===== src/rtl/pet_pkg.sv =====
package pet_pkg;

  localparam int CAUSE_W = 3;
  localparam int NSTG    = 5;

  typedef logic [CAUSE_W-1:0] cause_t;

  localparam cause_t C_NONE  = 3'd0;
  localparam cause_t C_IPF   = 3'd1;
  localparam cause_t C_IMIS  = 3'd2;
  localparam cause_t C_IPROT = 3'd3;
  localparam cause_t C_ILLOP = 3'd4;
  localparam cause_t C_ARITH = 3'd5;
  localparam cause_t C_DPF   = 3'd6;
  localparam cause_t C_DACC  = 3'd7;

  typedef struct packed {
    logic   vld;
    logic   dslot;
    logic   rwe;
    logic   mwe;
    cause_t cause;
  } ctl_t;

  // Which slot may raise which cause (0 fetch, 1 decode, 2 execute, 3 memory)
  function automatic logic cause_legal(input int stg, input cause_t c);
    case (stg)
      0:       return (c == C_IPF) || (c == C_IMIS) || (c == C_IPROT);
      1:       return (c == C_ILLOP);
      2:       return (c == C_ARITH);
      3:       return (c == C_DPF) || (c == C_DACC);
      default: return 1'b0;
    endcase
  endfunction

  // True when some slot strictly upstream of stg could have raised c
  function automatic logic cause_from_upstream(input int stg, input cause_t c);
    for (int s = 0; s < stg; s++) begin
      if (cause_legal(s, c)) return 1'b1;
    end
    return 1'b0;
  endfunction

endpackage


===== src/rtl/pet_stage.sv =====
module pet_stage
  import pet_pkg::*;
#(
  parameter int PC_W = 32,
  parameter int STG  = 0
) (
  input  logic            clk,
  input  logic            rst_n,
  input  logic            kill_i,
  input  ctl_t            ctl_i,
  input  logic [PC_W-1:0] pc_i,
  input  cause_t          rpt_i,
  output ctl_t            ctl_o,
  output logic [PC_W-1:0] pc_o,
  output ctl_t            fwd_o
);

  ctl_t            ctl_q;
  logic [PC_W-1:0] pc_q;
  logic            accept_w;

  always_ff @(posedge clk) begin
    if (!rst_n) begin
      ctl_q <= '0;
      pc_q  <= '0;
    end else begin
      ctl_q <= kill_i ? '0 : ctl_i;
      pc_q  <= pc_i;
    end
  end

  // A report lands only on a live, still-clean instruction and only if legal here
  assign accept_w = ctl_q.vld && (ctl_q.cause == C_NONE) && cause_legal(STG, rpt_i);

  always_comb begin
    fwd_o = ctl_q;
    if (accept_w) fwd_o.cause = rpt_i;
  end

  assign ctl_o = ctl_q;
  assign pc_o  = pc_q;

  // a bubble carries no write intent and no cause
  p_bubble_clean_r6: assert property (@(posedge clk) disable iff (!rst_n)
    !ctl_q.vld |-> (ctl_q.cause == C_NONE) && !ctl_q.rwe && !ctl_q.mwe);

  // a held cause must have come from a slot upstream of this one
  p_cause_origin_r3: assert property (@(posedge clk) disable iff (!rst_n)
    (ctl_q.cause != C_NONE) |-> cause_from_upstream(STG, ctl_q.cause));

endmodule


===== src/rtl/pet_trap.sv =====
module pet_trap
  import pet_pkg::*;
#(
  parameter int PC_W       = 32,
  parameter int INSN_BYTES = 4
) (
  input  logic            clk,
  input  logic            rst_n,
  input  logic            take_i,
  input  cause_t          cause_i,
  input  logic [PC_W-1:0] pc_i,
  input  logic            dslot_i,
  output logic [PC_W-1:0] epc_o,
  output cause_t          cause_o,
  output logic            bd_o,
  output logic            kmode_o,
  output logic [4:0]      sstat_o
);

  localparam logic [PC_W-1:0] STEP = PC_W'(INSN_BYTES);

  // Restart address: a delay-slot instruction restarts at its branch
  function automatic logic [PC_W-1:0] restart_addr(input logic [PC_W-1:0] pc,
                                                   input logic dslot);
    return dslot ? (pc - STEP) : pc;
  endfunction

  logic [PC_W-1:0] epc_q;
  cause_t          cause_q;
  logic            bd_q;
  logic            kmode_q;
  logic [4:0]      sstat_q;

  always_ff @(posedge clk) begin
    if (!rst_n) begin
      epc_q   <= '0;
      cause_q <= C_NONE;
      bd_q    <= 1'b0;
      kmode_q <= 1'b0;
      sstat_q <= '0;
    end else if (take_i) begin
      epc_q   <= restart_addr(pc_i, dslot_i);
      cause_q <= cause_i;
      bd_q    <= dslot_i;
      sstat_q <= {kmode_q, dslot_i, cause_i};
      kmode_q <= 1'b1;
    end
  end

  assign epc_o   = epc_q;
  assign cause_o = cause_q;
  assign bd_o    = bd_q;
  assign kmode_o = kmode_q;
  assign sstat_o = sstat_q;

  // trapping always lands in kernel mode
  p_kernel_after_trap_r9: assert property (@(posedge clk) disable iff (!rst_n)
    take_i |=> kmode_o);

  // outside a delay slot the faulting address itself is kept
  p_epc_plain_r8: assert property (@(posedge clk) disable iff (!rst_n)
    (take_i && !dslot_i) |=> (epc_o == $past(pc_i)) && !bd_o);

  // inside a delay slot the kept address differs from the slot's own
  p_epc_dslot_r8: assert property (@(posedge clk) disable iff (!rst_n)
    (take_i && dslot_i) |=> bd_o && (epc_o != $past(pc_i)));

  // saved state only moves on a trap
  p_hold_r8: assert property (@(posedge clk) disable iff (!rst_n)
    !take_i |=> $stable(epc_o) && $stable(cause_o) && $stable(sstat_o));

endmodule


===== src/rtl/precise_exc_pipe.sv =====
module precise_exc_pipe
  import pet_pkg::*;
#(
  parameter int              PC_W       = 32,
  parameter int              INSN_BYTES = 4,
  parameter logic [PC_W-1:0] TRAP_VEC   = 'h180
) (
  input  logic            clk,
  input  logic            rst_n,
  input  logic            fetch_vld_i,
  input  logic [PC_W-1:0] fetch_pc_i,
  input  logic            fetch_dslot_i,
  input  logic            fetch_rwe_i,
  input  logic            fetch_mwe_i,
  input  logic [2:0]      rpt_if_i,
  input  logic [2:0]      rpt_id_i,
  input  logic [2:0]      rpt_ex_i,
  input  logic [2:0]      rpt_mem_i,
  output logic            commit_o,
  output logic [PC_W-1:0] commit_pc_o,
  output logic            commit_rwe_o,
  output logic            commit_mwe_o,
  output logic            trap_o,
  output logic [PC_W-1:0] redirect_pc_o,
  output logic [PC_W-1:0] epc_o,
  output logic [2:0]      cause_o,
  output logic            bd_o,
  output logic            kmode_o,
  output logic [4:0]      sstat_o
);

  localparam int LAST = NSTG - 1;

  ctl_t            in_ctl [NSTG];
  logic [PC_W-1:0] in_pc  [NSTG];
  ctl_t            q_ctl  [NSTG];
  logic [PC_W-1:0] q_pc   [NSTG];
  ctl_t            fw_ctl [NSTG];
  cause_t          rpt    [NSTG];
  logic [NSTG-1:0] live_w;
  ctl_t            fetch_ctl;
  logic            trap_w;
  logic            commit_w;

  assign rpt[0] = rpt_if_i;
  assign rpt[1] = rpt_id_i;
  assign rpt[2] = rpt_ex_i;
  assign rpt[3] = rpt_mem_i;
  assign rpt[4] = C_NONE;

  always_comb begin
    fetch_ctl       = '0;
    fetch_ctl.vld   = fetch_vld_i;
    fetch_ctl.dslot = fetch_vld_i && fetch_dslot_i;
    fetch_ctl.rwe   = fetch_vld_i && fetch_rwe_i;
    fetch_ctl.mwe   = fetch_vld_i && fetch_mwe_i;
  end

  for (genvar k = 0; k < NSTG; k++) begin : g_slot
    if (k == 0) begin : g_head
      assign in_ctl[k] = fetch_ctl;
      assign in_pc[k]  = fetch_pc_i;
    end else begin : g_body
      assign in_ctl[k] = fw_ctl[k-1];
      assign in_pc[k]  = q_pc[k-1];
    end

    pet_stage #(.PC_W(PC_W), .STG(k)) u_stage (
      .clk   (clk),
      .rst_n (rst_n),
      .kill_i(trap_w),
      .ctl_i (in_ctl[k]),
      .pc_i  (in_pc[k]),
      .rpt_i (rpt[k]),
      .ctl_o (q_ctl[k]),
      .pc_o  (q_pc[k]),
      .fwd_o (fw_ctl[k])
    );

    assign live_w[k] = q_ctl[k].vld;

    if (k > 0) begin : g_keep
      // a cause already carried survives the move to the next slot
      p_keep_first_r4: assert property (@(posedge clk) disable iff (!rst_n)
        ((q_ctl[k-1].cause != C_NONE) && !trap_w) |=> (q_ctl[k].cause == $past(q_ctl[k-1].cause)));
    end
  end

  // Decision point: the writeback slot alone decides commit versus trap
  assign trap_w   = q_ctl[LAST].vld && (q_ctl[LAST].cause != C_NONE);
  assign commit_w = q_ctl[LAST].vld && (q_ctl[LAST].cause == C_NONE);

  assign commit_o      = commit_w;
  assign commit_pc_o   = q_pc[LAST];
  assign commit_rwe_o  = commit_w && q_ctl[LAST].rwe;
  assign commit_mwe_o  = commit_w && q_ctl[LAST].mwe;
  assign trap_o        = trap_w;
  assign redirect_pc_o = trap_w ? TRAP_VEC : '0;

  pet_trap #(.PC_W(PC_W), .INSN_BYTES(INSN_BYTES)) u_trap (
    .clk    (clk),
    .rst_n  (rst_n),
    .take_i (trap_w),
    .cause_i(q_ctl[LAST].cause),
    .pc_i   (q_pc[LAST]),
    .dslot_i(q_ctl[LAST].dslot),
    .epc_o  (epc_o),
    .cause_o(cause_o),
    .bd_o   (bd_o),
    .kmode_o(kmode_o),
    .sstat_o(sstat_o)
  );

  // a trap cycle never lets any write through
  p_trap_no_write_r5: assert property (@(posedge clk) disable iff (!rst_n)
    trap_o |-> !commit_o && !commit_rwe_o && !commit_mwe_o);

  // after a trap every slot is empty
  p_squash_all_r6: assert property (@(posedge clk) disable iff (!rst_n)
    trap_w |=> ($countones(live_w) == 0));

  // redirect target is the trap vector whenever a trap is raised
  p_redirect_r5: assert property (@(posedge clk) disable iff (!rst_n)
    trap_o |-> (redirect_pc_o == TRAP_VEC));

endmodule


===== config.mk =====
export PLATFORM = sky130hd
export DESIGN_NAME = precise_exc_pipe
export DESIGN_NICKNAME = d
export VERILOG_FILES = /design/src/rtl/pet_pkg.sv /design/src/rtl/pet_stage.sv /design/src/rtl/pet_trap.sv /design/src/rtl/precise_exc_pipe.sv
export SDC_FILE = /design/constraint.sdc
export NUM_CORES = 1
export LEC_CHECK = 0
export CORE_MARGIN = 1
export CORE_UTILIZATION = 51
export DETAILED_ROUTE_END_ITERATION = 16
export HOLD_SLACK_MARGIN = 0.1
export PLACE_DENSITY = 0.79
export SYNTH_ARGS = -nofsm -noshare
export SYNTH_HDL_FRONTEND = slang
export SYNTH_HIERARCHICAL = 1
export SYNTH_SLANG_ARGS = --single-unit

===== constraint.sdc =====
create_clock -name clk -period 2.2 [get_ports clk]
set_clock_uncertainty 0.1 [all_clocks]
set_input_delay 0.44 -clock clk [delete_from_list [all_inputs] [get_ports clk]]
set_output_delay 0.44 -clock clk [all_outputs]
set_load 0.02 [all_outputs]

==> metrics.md, run 1 <==
| Metric | Value |
|---|---|
| Num CTS Buffers | 23 |
| Hold Crit Class | reg2reg |
| Worst VDD drop | about 0.00053 V |
| Max Clock Freq | 468.0 MHz |
| HP Start | g_slot[0].u_stage/pc_o[27] |
| Ant diodes | 0 |
| Post-CTS Hold Fix Bufs | 0 |
| Antenna-violating nets left | 0 |
| 1st-iter DRT viols | 239 |
| Critical path arrival | 1600 ps |
| Cell total after placement | 995 |
| Final Core Density | 67.14% |
| Setup TNS | 0 ps |
| Slowest cell on crit path | clkdlybuf4s50_1 |
| Layout cells sized above 1 | approximately a tenth |
| Final net count | 891 |
| Setup violators final | 0 |
| Top Family by Delay on Critical Path | buffers and inverters |
| Period utilization | 97.13% |
| Register area | 4664 um^2 |
| Synth warnings | 6 |
| Worst skew pair latency | 500 ps |
| Final Wtd Congestion | 0.8598 |
| Placed cell area | 9066 um^2 |
| Mapped cell area | 7809 um^2 |
| Hpwl dp | 9730 um |
| GRT Overall Usage | ~18% |
| Data required, critical path | 1660 ps |
| Rows | 44 |
| Crit path time final | 2137 ps |
| Max Cap Viol | 0 |
| CTS max path bufs | 3 |
| Final Power | between 8 and 9 mW |
| CP endpoint kind | output pin |
| Die Wd | 125.7 um |
| Largest net degree at the start of global routing | 59 |
| Pwr/cell area | ~870 nW/um^2 |
| Worst-path cell chain | clkdlybuf4s50_1 |
| Clock Tree Root | clkbuf_16 |
| Critical path fanouts, max | 5 |
| WL per Instance | 13.31 um |
| H-tree depth | 1 |
| Design area | between 9000 and 10000 um^2 |
| Switching Share | between 20% and 30% |
| Initial antenna violation count | 0 |
| # clock sinks | 233 |
| # DRC | 0 |
| 1st-pass router iterations | 4 |
| WP buf/inv | 1 |
| Total Routed Length | 13840 um |
| Layout area overhead | 26.85% |
| R2R Path Start | g_slot[4].u_stage/pc_o[3] |
| Global-route wire length before repair | 22590 um |
| Max-slew headroom | 65.87% |
| Starting Density | a little over half |
| Number of global-route vias before repair | 4740 |
| Total core area | 14750 um^2 |
| P_sw | 1.728 mW |
| Critical path launch point type | flip-flop |
| Port buffer count | approximately 130 |
| Vias per cell | 4.769 |
| Comb pwr share | 4.1% |
| Synthesized instance count | 717 |
| Outcome | finished clean |
| CTS tree | built |
| IO Pins | 160 |
| Final Hold Violating Endpoints | 0 |
| Die area | between 15000 and 20000 um^2 |
| Slew @ Worst Pin | just over 500 ps |
| Pint | 6.878 mW |
| Die Y | 125.7 um |
| Final Non-Filler Cells | between 1000 and 1500 |
| Max incr delay on CP | 670 ps |
| FILL cells | approximately 1200 |
| Syn avg cell area | 10.89 um^2 |
| Crit path launch | g_slot[4].u_stage/pc_o[5] |
| Clk pwr share | a little under half |
| WS Path Type | reg2out |
| Clk slew on worst S/H paths | about 60 ps |
| GR Overflow Total | 0 |
| Slew Viols, Final | 0 |
| P_leak | 4.165 nW |
| RSZ-0062 raised after global routing | false |
| Flop pwr share | 50.6% |
| Via count | 4960 |
| Area of the multi-input gates | around 2700 um^2 |
==> metrics by stage <==
stage               setup slack (ps)  hold slack (ps)
floorplan                      84.90            311.8
global placement               150.3            312.0
detailed placement             29.94            316.0
CTS                            5.322            328.0
global route                   1.800            336.4
finish                         63.07            324.3
==> power by group through the flow <==
stage / Clock, mW / Combinational [mW] / Sequential, mW
global placement: 0 / 0.342 / 4.44
CTS: 3.98 / 0.353 / 4.36
global route: 4.18 / 0.390 / 4.36
finish: 3.90 / 0.355 / 4.36
detailed placement: 0 / 0.351 / 4.45
floorplan: 0 / 0.249 / 4.45
==> registers in the layout (all words and copies together) (netlist names) <==
name / count
g_slot.u_stage/pc_o: 160
u_trap/sstat_o: 3
u_trap/kmode_o: 1
g_slot.u_stage/ctl_o: 35
u_trap/epc_o: 32
u_trap/cause_o: 2
==> layout make-up <==
type | count | share of cell area [%]
Clock inverter | 7 | 1.036
Timing Repair Buffer | 152 | 15.16
Multi-Input combinational cell | 421 | 27.22
Inverter | 9 | 0.3410
Sequential cell | 233 | 47.09
Tap cell | 184 | 2.324
Clock buffer | 34 | 6.833
==> cells in the final DEF (no fill, tap or decap), types with 5 or more instances in the layout <==
| cell type | instances |
|---|---|
| and3b_1 | 7 |
| mux2i_1 | 8 |
| dfxtp_1 | 233 |
| or3_1 | 6 |
| dlygate4sd2_1 | 6 |
| clkbuf_8 | 6 |
| xor2_1 | 9 |
| dlymetal6s2s_1 | 9 |
| nor2_1 | 26 |
| a21oi_1 | 7 |
| clkdlybuf4s50_1 | 111 |
| clkbuf_16 | 23 |
| clkbuf_1 | 5 |
| or4_1 | 13 |
| nand2_1 | 7 |
| buf_4 | 22 |
| and2_1 | 191 |
| conb_1 | 33 |
| a31oi_1 | 13 |
| inv_1 | 8 |
| nand3_1 | 5 |
| o21ai_0 | 21 |
| a211oi_1 | 6 |
| o31ai_1 | 15 |
==> per-layer routing <==
| layer | wire length (um) | track usage, % | vias up |
|---|---|---|---|
| li1 | - | - | 2530 |
| met1 | 6372 | 23.05 | 2262 |
| met2 | 6509 | 29.90 | 149 |
| met3 | 707 | 2.761 | 19 |
| met4 | 248 | 4.890 | 0 |
| met5 | 0 | 0 | - |
==> final timing paths <==
| check | endpoint | slack, ps | cells after the start |
|---|---|---|---|
| max | commit_pc_o[5] | 60 | 1 |
| min | g_slot[1].u_stage/pc_o[27] | 320 | 1 |
| max reg2reg | u_trap/epc_o[28] | 130 | 7 |
| min reg2reg | g_slot[1].u_stage/pc_o[27] | 320 | 1 |
==> repair_timing <==
item,in CTS,in global routing
setup buffers,0,4
gates resized for setup,9,13
endpoints found under the hold margin,0,0
setup endpoints to repair,8,16
pin swaps,0,2
(Power assumes the default switching activity.)
==> inputs of run 2 (changes only) <==
SETUP_SLACK_MARGIN = 0.2   (was not set)
TNS_END_PERCENT = 1   (was not set)
==> run 2 against run 1 <==
Against the previous run: cell area rose by 2.4%; die area did not move; non-clock buffer count fell by 5; sequential power barely moved; via count fell by 1.8%; count of clock-buffer cells in the layout fell by 1; sequential cell count did not move; critical path depth rose by 2; register-to-register slack improved by 80 ps; largest power group unchanged.
==> metrics.md, run 2 (synthesis gave the netlist of run 1 again) <==
| Metric | Value |
|---|---|
| Total Routed Length | 13920 um (+0.56%) |
| Setup violators final | 0 (unchanged) |
| Die area | 15810 um^2 (unchanged) |
| Placed cell area | 9059 um^2 (about the same) |
| Flop pwr share | 49.3% (-1.3 points) |
| Max reg flops | 160 (unchanged) |
| Design area | 10140 um^2 (+2.4%) |
| FILL cells | 1078 (-7.1%) |
| Critical path arrival | 1560 ps (-40 ps) |
| Comb pwr share | 4.0% (about the same) |
| Via count | 4869 (-1.8%) |
| Hpwl dp | 9630 um (-1.0%) |
| 1st-iter DRT viols | 280 (+17%) |
| Postcts setup bufs | 0 (unchanged) |
| WS Path Type | reg2out |
| Antenna-violating nets left | 0 (unchanged) |
| Die Wd | 125.7 um (unchanged) |
| Setup TNS | 0 ps (unchanged) |
| WHS | 256.5 ps (-67.86 ps) |
| Data required, critical path | 1660 ps (about the same) |
| Die Y | 125.7 um (unchanged) |
| RSZ-0062 raised after global routing | true |
| Most frequent cells in the layout | 229 x dfxtp_1, 191 x and2_1, 67 x dlymetal6s2s_1 |
| Worst-path cell chain | nor3_4, and3_1, clkdlybuf4s15_1 |
| Final Wtd Congestion | 0.8141 (-5.3%) |
| Crit path time final | 2100 ps (-36.89 ps) |
| IO Pins | 160 (unchanged) |
| Vias per cell | 4.695 (-1.6%) |
| Critical path launch point type | flip-flop |
| Final Non-Filler Cells | 1037 (-0.29%) |
| Initial antenna violation count | 0 (unchanged) |
| Largest net degree at the start of global routing | 103 (+75%) |
| Final net count | 887 (-0.45%) |
| P_leak | 5.258 nW (+26%) |
| Post-CTS Hold Fix Bufs | 0 (unchanged) |
| Switching Share | 19.39% (-0.68 points) |
| Hold Crit Class | in2reg |
| Cell total after placement | 994 (-0.10%) |
| GRT Overall Usage | 17.26% (-0.24 points) |
| Slowest cell on crit path | dfxtp_1 |
| GR Overflow Total | 0 (unchanged) |
| Final Hold Violating Endpoints | 0 (unchanged) |
| Number of global-route vias before repair | 4560 (-3.8%) |
| Global-route wire length before repair | 22400 um (-0.85%) |
| Pwr/cell area | 870.9 nW/um^2 (+0.24%) |
| Rows | 44 (unchanged) |
| Final setup margin | 99.96 ps (+36.89 ps) |
| Total core area | 14750 um^2 (unchanged) |
| 1st-pass router iterations | 4 (unchanged) |
| CTS tree | built |
| Outcome | finished clean |
| Place WS | 161.4 ps (+131.5 ps) |
| Max-slew headroom | 62.57% (-3.3 points) |
| Worst VDD drop | 0.0005578 V (+5.3%) |
| Final Power | 8.833 mW (+2.6%) |
| Pint | 7.120 mW (+3.5%) |
| Slew Viols, Final | 0 (unchanged) |
| Period utilization | 95.46% (-1.7 points) |
| Critical path fanouts, max | 4 (-1) |
| Num CTS Buffers | 24 (+4.3%) |
| Port buffer count | 129 (unchanged) |
| Max incr delay on CP | 330 ps (-340 ps) |
| Layout cells sized above 1 | 11.37% (+2.0 points) |
| Clk pwr share | 46.7% (+1.4 points) |
| Clk slew on worst S/H paths | 60 ps (about the same) |
| H-tree depth | 1 (unchanged) |
| Final Core Density | 68.74% (+1.6 points) |
| Slew @ Worst Pin | 553.7 ps (+48.83 ps) |
| # DRC | 0 (unchanged) |
| CTS max path bufs | 3 (unchanged) |
| P_sw | 1.713 mW (-0.86%) |
| Most common cell after layout, fill and taps aside | dfxtp_1 |
| Layout area overhead | 29.88% |
| # clock sinks | 233 (unchanged) |
| Max Cap Viol | 0 (unchanged) |
| Worst skew pair latency | 490 ps (about the same) |
| Starting Density | 52.93% (unchanged) |
| WL per Instance | 13.42 um (+0.85%) |
| Ant diodes | 0 (unchanged) |
| Max Clock Freq | 476.2 MHz (+1.8%) |
| CP endpoint kind | output pin |
| Clock Tree Root | clkbuf_16 |
run 2: per-layer routing:
| layer | vias up | wire length, um | part of all wire (%) | global-route usage [%] |
|---|---|---|---|---|
| met3 | 22 | 727 | 5.2 | 2.421 |
| met4 | 0 | 270 | 1.9 | 5.528 |
| li1 | 2522 | - | - | - |
| met1 | 2178 | 6539 | 47 | 23.59 |
| met2 | 147 | 6378 | 46 | 28.37 |
| met5 | - | 0 | 0 | 0 |
run 2: final timing paths:
kind	startpoint	slack [ps]	cells past startpoint	end
worst min register to register	g_slot[1].u_stage/pc_o[12]	320	1	g_slot[2].u_stage/pc_o[12]
worst max register to register	g_slot[4].u_stage/pc_o[3]	210	7	u_trap/epc_o[18]
worst min-delay path	rst_n	260	3	u_trap/epc_o[17]
worst max-delay path	g_slot[4].u_stage/ctl_o[2]	100	3	commit_mwe_o
run 2: power groups by stage:
stage                     registers (mW)  logic [mW]  clock network, mW
final                               4.35       0.355               4.12
after global routing                4.36       0.389               4.42
after CTS                           4.36       0.353               4.21
after detailed placement            4.45       0.351                  0
after global placement              4.44       0.343                  0
after floorplan                     4.45       0.250                  0
run 2: timing repair:
| item | in CTS | in global routing |
|---|---|---|
| gates resized for setup | 8 | 105 |
| endpoints found under the setup margin | 61 | 88 |
| pin swaps | 0 | 10 |
run 2: layout make-up:
cell class	instances	area, um^2	share of cell area (%)
Multi-Input combinational cell	421	2745	27.07
Tap cell	184	230.2	2.270
Sequential cell	233	4674	46.09
Clock buffer	33	715.7	7.057
Clock inverter	10	130.1	1.283
Inverter	9	36.28	0.3578
Timing Repair Buffer	147	1610	15.88
run 2: worst max-delay path, delay by kind of cell (launching register included):
family                 cells  cell delay, ps
buffers and inverters      1             300
DFF                        1             330
and+or+nand+nor            2             440
